`src/rtl/dma_chan_pkg.sv`:
```
package dma_chan_pkg;
  localparam int ADDR_W = 4;
  localparam int DATA_W = 32;
  localparam int NUM_CH = 21;

  typedef enum logic [ADDR_W-1:0] {
    OFS_EN_SET  = 4'h0,
    OFS_EN_CLR  = 4'h4,
    OFS_MSK_SET = 4'h8,
    OFS_MSK_CLR = 4'hC
  } reg_ofs_e;
endpackage

```
`src/rtl/setclr_vec.sv`:
```
module setclr_vec #(
  parameter int W = 21
) (
  input  logic         clk,
  input  logic         rst,
  input  logic [W-1:0] set_v,
  input  logic [W-1:0] clr_v,
  input  logic [W-1:0] hw_clr,
  output logic [W-1:0] q
);
  // Clears are applied after sets, so any clear wins a collision.
  always_ff @(posedge clk) begin
    if (rst) q <= '0;
    else     q <= (q | set_v) & ~clr_v & ~hw_clr;
  end
endmodule

```
`src/rtl/req_gate.sv`:
```
module req_gate #(
  parameter int W = 21
) (
  input  logic         clk,
  input  logic         rst,
  input  logic [W-1:0] en,
  input  logic [W-1:0] mask,
  input  logic [W-1:0] sreq,
  input  logic [W-1:0] breq,
  output logic [W-1:0] req
);
  always_ff @(posedge clk) begin
    if (rst) req <= '0;
    else     req <= en & ~mask & (sreq | breq);
  end
endmodule

```
`src/rtl/dma_chan_ctrl.sv`:
```
module dma_chan_ctrl
  import dma_chan_pkg::*;
#(
  parameter int NCH   = NUM_CH,
  parameter int CH_W  = $clog2(NCH),
  parameter int DW    = DATA_W
) (
  input  logic              clk,
  input  logic              rst,
  input  logic [ADDR_W-1:0] bus_addr,
  input  logic [DW-1:0]     bus_wdata,
  input  logic              bus_we,
  output logic [DW-1:0]     bus_rdata,
  input  logic [NCH-1:0]    sreq_in,
  input  logic [NCH-1:0]    breq_in,
  input  logic [NCH-1:0]    evt_done,
  input  logic [NCH-1:0]    evt_stop,
  input  logic              err_valid,
  input  logic [CH_W-1:0]   err_chan,
  output logic [NCH-1:0]    req_out
);
  localparam int PAD_W = DW - NCH;

  logic [NCH-1:0] wbits;
  logic [NCH-1:0] en_set, en_clr, msk_set, msk_clr;
  logic [NCH-1:0] err_vec, hw_clr, no_clr;
  logic [NCH-1:0] en_q, mask_q;

  // Bits above the channel count are dropped here.
  assign wbits = bus_wdata[NCH-1:0];

  always_comb begin
    en_set  = '0;
    en_clr  = '0;
    msk_set = '0;
    msk_clr = '0;
    if (bus_we) begin
      case (bus_addr)
        OFS_EN_SET:  en_set  = wbits;
        OFS_EN_CLR:  en_clr  = wbits;
        OFS_MSK_SET: msk_set = wbits;
        OFS_MSK_CLR: msk_clr = wbits;
        default: ;
      endcase
    end
  end

  genvar gi;
  generate
    for (gi = 0; gi < NCH; gi++) begin : g_err
      assign err_vec[gi] = err_valid && (err_chan == CH_W'(gi));
    end
  endgenerate

  assign hw_clr = evt_done | evt_stop | err_vec;
  assign no_clr = '0;

  setclr_vec #(.W(NCH)) u_en (
    .clk(clk), .rst(rst), .set_v(en_set), .clr_v(en_clr),
    .hw_clr(hw_clr), .q(en_q)
  );

  setclr_vec #(.W(NCH)) u_mask (
    .clk(clk), .rst(rst), .set_v(msk_set), .clr_v(msk_clr),
    .hw_clr(no_clr), .q(mask_q)
  );

  req_gate #(.W(NCH)) u_gate (
    .clk(clk), .rst(rst), .en(en_q), .mask(mask_q),
    .sreq(sreq_in), .breq(breq_in), .req(req_out)
  );

  always_ff @(posedge clk) begin
    if (rst) begin
      bus_rdata <= '0;
    end else begin
      case (bus_addr)
        OFS_EN_SET:  bus_rdata <= {{PAD_W{1'b0}}, en_q};
        OFS_MSK_SET: bus_rdata <= {{PAD_W{1'b0}}, mask_q};
        default:     bus_rdata <= '0;
      endcase
    end
  end
endmodule

```
`config.mk`:
```
export PLATFORM = sky130hd
export DESIGN_NAME = dma_chan_ctrl
export DESIGN_NICKNAME = d
export VERILOG_FILES = /design/src/rtl/dma_chan_pkg.sv /design/src/rtl/setclr_vec.sv /design/src/rtl/req_gate.sv /design/src/rtl/dma_chan_ctrl.sv
export SDC_FILE = /design/constraint.sdc
export NUM_CORES = 1
export LEC_CHECK = 0
export BUFFER_PORTS_ARGS = -buffer_cell sky130_fd_sc_hd__buf_2
export CORE_UTILIZATION = 49
export DETAILED_ROUTE_END_ITERATION = 8
export PLACE_DENSITY_LB_ADDON = 0.3
export SETUP_SLACK_MARGIN = 0.5
export SYNTH_ARGS = -nofsm -noshare
export SYNTH_HDL_FRONTEND = slang
export SYNTH_HIERARCHICAL = 1
export SYNTH_SLANG_ARGS = --single-unit
```
`constraint.sdc`:
```
create_clock -name clk -period 1.8 [get_ports clk]
set_input_delay 0.36 -clock clk [delete_from_list [all_inputs] [get_ports clk]]
set_output_delay 0.36 -clock clk [all_outputs]
set_load 0.03 [all_outputs]
```
---- Word-level counts from Yosys, hierarchy flattened ----
Index checks and enable logic that the tools add are counted.
cells by class
  bitwise logic cells ..................... 14
  mux-type cells .......................... 9
  reduce and logical (&&, ||, !) cells .... 23
  $mul .................................... 0
  $lt $le $gt $ge ......................... 0
  $add $sub $neg .......................... 0
  div/mod/pow operators ................... 0
  equality and inequality tests ........... 23
  shifts and indexed selects .............. 0
operator list
  operator            count
  $mux 21             8
  $and 21x21->21      5
  $or 21x21->21       5
  $not 21->21         4
  $pmux 21 s2         1
  $eq 5x4->1 const B  8
  $eq 5x5->1 const B  5
  $logic_and 1x1->1   21
  $eq 5x3->1 const B  4
  $eq 5x2->1 const B  2
  $eq 4x4->1 const B  2
  $eq 5x1->1 const B  1
  $logic_not 5->1     1
  $eq 4x3->1 const B  1
  $logic_not 4->1     1
word-level totals
  flip-flop bits (word level) ............. 95
  memories kept ........................... 0
  memory bits (writable) .................. 0
  bits in read-only memories .............. 0
  word-level logic and storage cells ...... 73
  latch bits .............................. 0

---- Longest topological paths before layout ----
  word-level depth ........................ 6
  gate-level depth with buffers ........... 6
  gate-level depth less buffers ........... 4

---- Modules after synthesis ----
Netlist, hierarchy kept.
modules (own cells, without submodules)
  module         instances  cells an instance  area an instance (µm²)
  setclr_vec     2          65                 953.4
  dma_chan_ctrl  1          243                1,677.9
  req_gate       1          65                 1,006.0

---- Worst setup path after synthesis ----
Ideal clock, no wire load.
  path kind ............................... input to register
  start ................................... input bus_addr[3]
  end ..................................... register u_en.q[15]
  buffers on the path ..................... 2
  stages .................................. 5
  arrival time ............................ 1.397 ns
  setup slack ............................. 0.273 ns
  cells stage by stage .................... buf_6 > or4b_4 > buf_6 > nor2_1 > nor4_4
on the way
  cells in the longest elaborated chain, start to end .. 6
ends and longest elaborated chain
  what                         RTL line             RTL
  from (decl)                  dma_chan_ctrl.sv:10  input logic [ADDR_W-1:0] bus_addr,
  $eq 4x3->1                   dma_chan_ctrl.sv:38  case (bus_addr)
  $mux 21                      dma_chan_ctrl.sv:38
  $mux 21                      dma_chan_ctrl.sv:37  if (bus_we) begin
  named net en_clr[15]         dma_chan_ctrl.sv:25  logic [NCH-1:0] en_set, en_clr, msk_set, msk_clr;
  $not 21->21                  setclr_vec.sv:14     else q <= (q | set_v) & ~clr_v & ~hw_clr;
  $and 21x21->21 (2 in a row)  setclr_vec.sv:14
  to (signal assigned)         setclr_vec.sv:14
  to (decl)                    setclr_vec.sv:9      output logic [W-1:0] q
The timed path passes the listed nets, and every way through them passes these cells.
A chain may end at the register's enable or synchronous reset.

---- Worst setup path after layout ----
  start ................................... input bus_addr[2]
  end ..................................... register u_en.q[4]
on the way
  cells in the longest elaborated chain, start to end .. 6
ends and longest elaborated chain
  what                         RTL line
  $logic_not 4->1              dma_chan_ctrl.sv:38
  $mux 21                      dma_chan_ctrl.sv:38
  $mux 21                      dma_chan_ctrl.sv:37
  named net en_set[4]          dma_chan_ctrl.sv:25
  $or 21x21->21                setclr_vec.sv:14
  $and 21x21->21 (2 in a row)  setclr_vec.sv:14
The timed path passes the listed nets, and every way through them passes these cells.

==> reports/qor.csv <==
stage,metric,value,unit
hold_path,min_from,sreq_in[20],
clock_tree,hold_buffers,0,
timing,tns,0,ns
placement,place_area,5620,um2
setup_path,crit_path_top_delay_cell,or4_4,
setup_path,crit_top_cell,nor2_1,
yosys,syn_area_per_cell,10.5,um2
yosys,synth.area.top_cells,"dfxtp_1 37%, nor4_4 19%, nor2_1 14%",
floorplan,core,8890,um2
floorplan,row_count,34,
setup_path,timing.rr.start,u_mask/q[1]$_SDFF_PP0_,
setup_path,cp_data_required_time,2.05,ns
cells_and_area,drive_gt1_share,46.1,%
setup_path,critPathArrivalTime,1.57,ns
clock_tree,clkTransAtPathRegs,0.08,ns
yosys,yosysSeqAreaShare,36.6,%
setup_path,startpoint_type,primary input,
cells_and_area,final_cell_mix,"154 x buf_2, 137 x nor2_1, 84 x dfxtp_1",
timing,rsz0062_at_grt,true,
timing,finalSetupViolations,0,
status,status,"finished, final reports clean",
setup_path,cp_max_fo,10,
hold_path,hp-class,in2reg,
setup_path,cp-end-kind,flip-flop,
pwr,clockPowerShare,37.4,%
global_routing,grtUsageTotal,23.2,%
timing,max_freq,763,MHz
yosys,yosys.area.top_type,dfxtp_1,
floorplan,die-area,9760,um2
timing,slew_headroom,51.1,%
pwr,p_total,3.86,mW
timing,clock-skew-final,0.00844,ns
yosys,syn_inst,438,
clock_tree,cts_root_buffer,clkbuf_8,
global_routing,antenna_found_initial,0,
clock_tree,clk_latency,0.35,ns
cells_and_area,insertedDiodeCount,0,
timing,drv_slew,0,
pwr,seq_power_share,48.3,%
route,drc,0,
setup_path,worstSetupPathType,in2reg,
global_routing,grt_pass1_wl,17.7,mm
timing,fin_crit_sh,72.8,%
pwr,power.share.switching,26.5,%
cells_and_area,final_common_cell,buf_2,
setup_path,path_cells,buf_8 -> buf_4 -> or4_4 -> nor2_1 -> nor2_1 -> nor4_4,
floorplan,die_h,98.8,um
setup_path,critPathMaxStageDelay,0.61,ns
placement,gp_congestion,0.912,
run,max_cap_viol_count,0,
floorplan,die_w,98.8,um
floorplan,initial_core_util,51.6,%
pwr,power_density,640,nW/um2
clock_tree,cts_sinks,84,
cells_and_area,fin_nets,747,
setup_path,crit_start,bus_addr[2],
route,routed_via_density,5.19,
global_routing,grt_overflow,0,
clock_tree,numCtsBuffers,9,
floorplan,io-pin-count,182,
pwr,leakage,2.22,nW
placement,numPortBuffers,159,
placement,dpl.hpwl,7.78,mm
global_routing,grt_pass1_vias,3661,
route,routed_wirelength,11.7,mm
pwr,power.internal,2.84,mW
yosys,ys_types,30,
pwr,p_comb_share,14.3,%
clock_tree,cts_tree,built,
clock_tree,cts-htree-levels,3,
route,ant_nets,0,
pwr,switchingPower,1.02,mW
timing,finalCriticalPeriod,1.31,ns
cells_and_area,syn_to_final_growth,31.4,%
yosys,ys.warnings.count,6,
route,dr.pass1.iters,4,
global_routing,grt_start_max_net_pins,64,
cells_and_area,final_area,6030,um2
timing,worstMarginPinSlew,0.733,ns
yosys,synth_top_area_share,36.6,%
pwr,vdd_ir_drop_max,0.000412,V
clock_tree,clk_path_buf_depth,2,
route,wl_per_cell,16.0,um
timing,timing.final.hold_violations,0,
route,vias,3787,
yosys,synth_seq_cells,84,
yosys,synth_area,4590,um2
route,drtIter0Drc,81,
==> metrics by stage <==
stage          instances  hold WS [ns]  utilization [%]  setup WS (ns)
6_report             730         0.300             67.8          0.489
5_1_grt              730         0.311             67.8          0.439
3_5_place_dp         708         0.470             63.2          0.103
4_1_cts              723         0.287             65.6          0.496
3_3_place_gp         708         0.455             63.2          0.131
2_1_floorplan        469         0.421                -          0.356
==> sequential cells by signal, indices dropped and copies added (netlist names) <==
register / count
u_gate/req: 21
u_mask/q: 21
bus_rdata: 21
u_en/q: 21
==> layer usage <==
layer | up-vias | wire (um) | part of all wire [%] | GRT usage, %
li1 | 1843 | - | - | -
met2 | 124 | 6030 | 51 | 40.8
met1 | 1797 | 4930 | 42 | 28.1
met5 | - | 0 | 0 | 0
met3 | 23 | 503 | 4.3 | 3.26
met4 | 0 | 242 | 2.1 | 10.6
==> cell usage after synthesis <==
cell	number
a211o_1	10
a311o_1	8
and4bb_2	2
buf_1	1
buf_2	7
buf_4	11
buf_6	11
clkbuf_1	5
conb_1	1
dfxtp_1	84
inv_1	1
mux2i_1	21
nand2_1	22
nand2b_1	2
nand4b_1	1
nand4bb_1	1
nor2_1	172
nor2b_1	3
nor3b_1	1
nor4_1	2
nor4_4	40
nor4b_1	3
nor4b_2	1
nor4b_4	20
nor4bb_1	1
o21ai_0	3
or4_1	1
or4_4	1
or4b_1	1
or4b_4	1
==> worst max-delay path, delay by kind of cell <==
family / cells / cell delay (ns)
buffers and inverters: 2 / 0.23
and+or+nand+nor: 4 / 0.97
==> timing repair <==
item / CTS / global route
cloned: 0 / 3
setup endpoints to repair: 5 / 42
pin swaps: 0 / 3
resized for setup: 2 / 36
setup buffers: 0 / 4
==> final timing paths <==
path	cells past startpoint	slack (ns)	to
worst min register to register	1	0.48	u_gate/req[20]$_SDFF_PP0_
worst max-delay path	6	0.49	u_en/q[4]$_SDFF_PP0_
worst max register to register	1	1.04	u_gate/req[1]$_SDFF_PP0_
worst min-delay path	3	0.30	u_gate/req[20]$_SDFF_PP0_
==> cell families (layout without fill, tap and decap cells) <==
logic type | count (synthesis) | count (layout) | share of synthesized area [%]
flip-flops | 84 | 84 | 36.6
AND/OR/NAND/NOR | 275 | 276 | 48.9
multiplexers | 21 | 21 | 4.58
AO/OA/AOI/OAI | 21 | 21 | 3.98
buffers and inverters | 36 | 188 | 5.83
other | 1 | 32 | 0.0817
==> power groups by stage <==
stage / clock [mW] / combinational [mW] / sequential (mW)
after global placement: 0 / 0.505 / 1.91
after floorplan: 0 / 0.352 / 1.91
after detailed placement: 0 / 0.513 / 1.91
after global routing: 1.53 / 0.593 / 1.86
after CTS: 1.47 / 0.517 / 1.86
final: 1.45 / 0.552 / 1.86
==> final cells by class <==
cell class | instances | area (um2)
fill | 700 | 2860
sequential | 84 | 1680
timing repair buffer | 172 | 1010
tap | 108 | 135
clock buffer | 11 | 131
multi-input combinational | 350 | 3000
inverter | 1 | 3.75
clock inverter | 4 | 75.1
(Power assumes the default switching activity.)
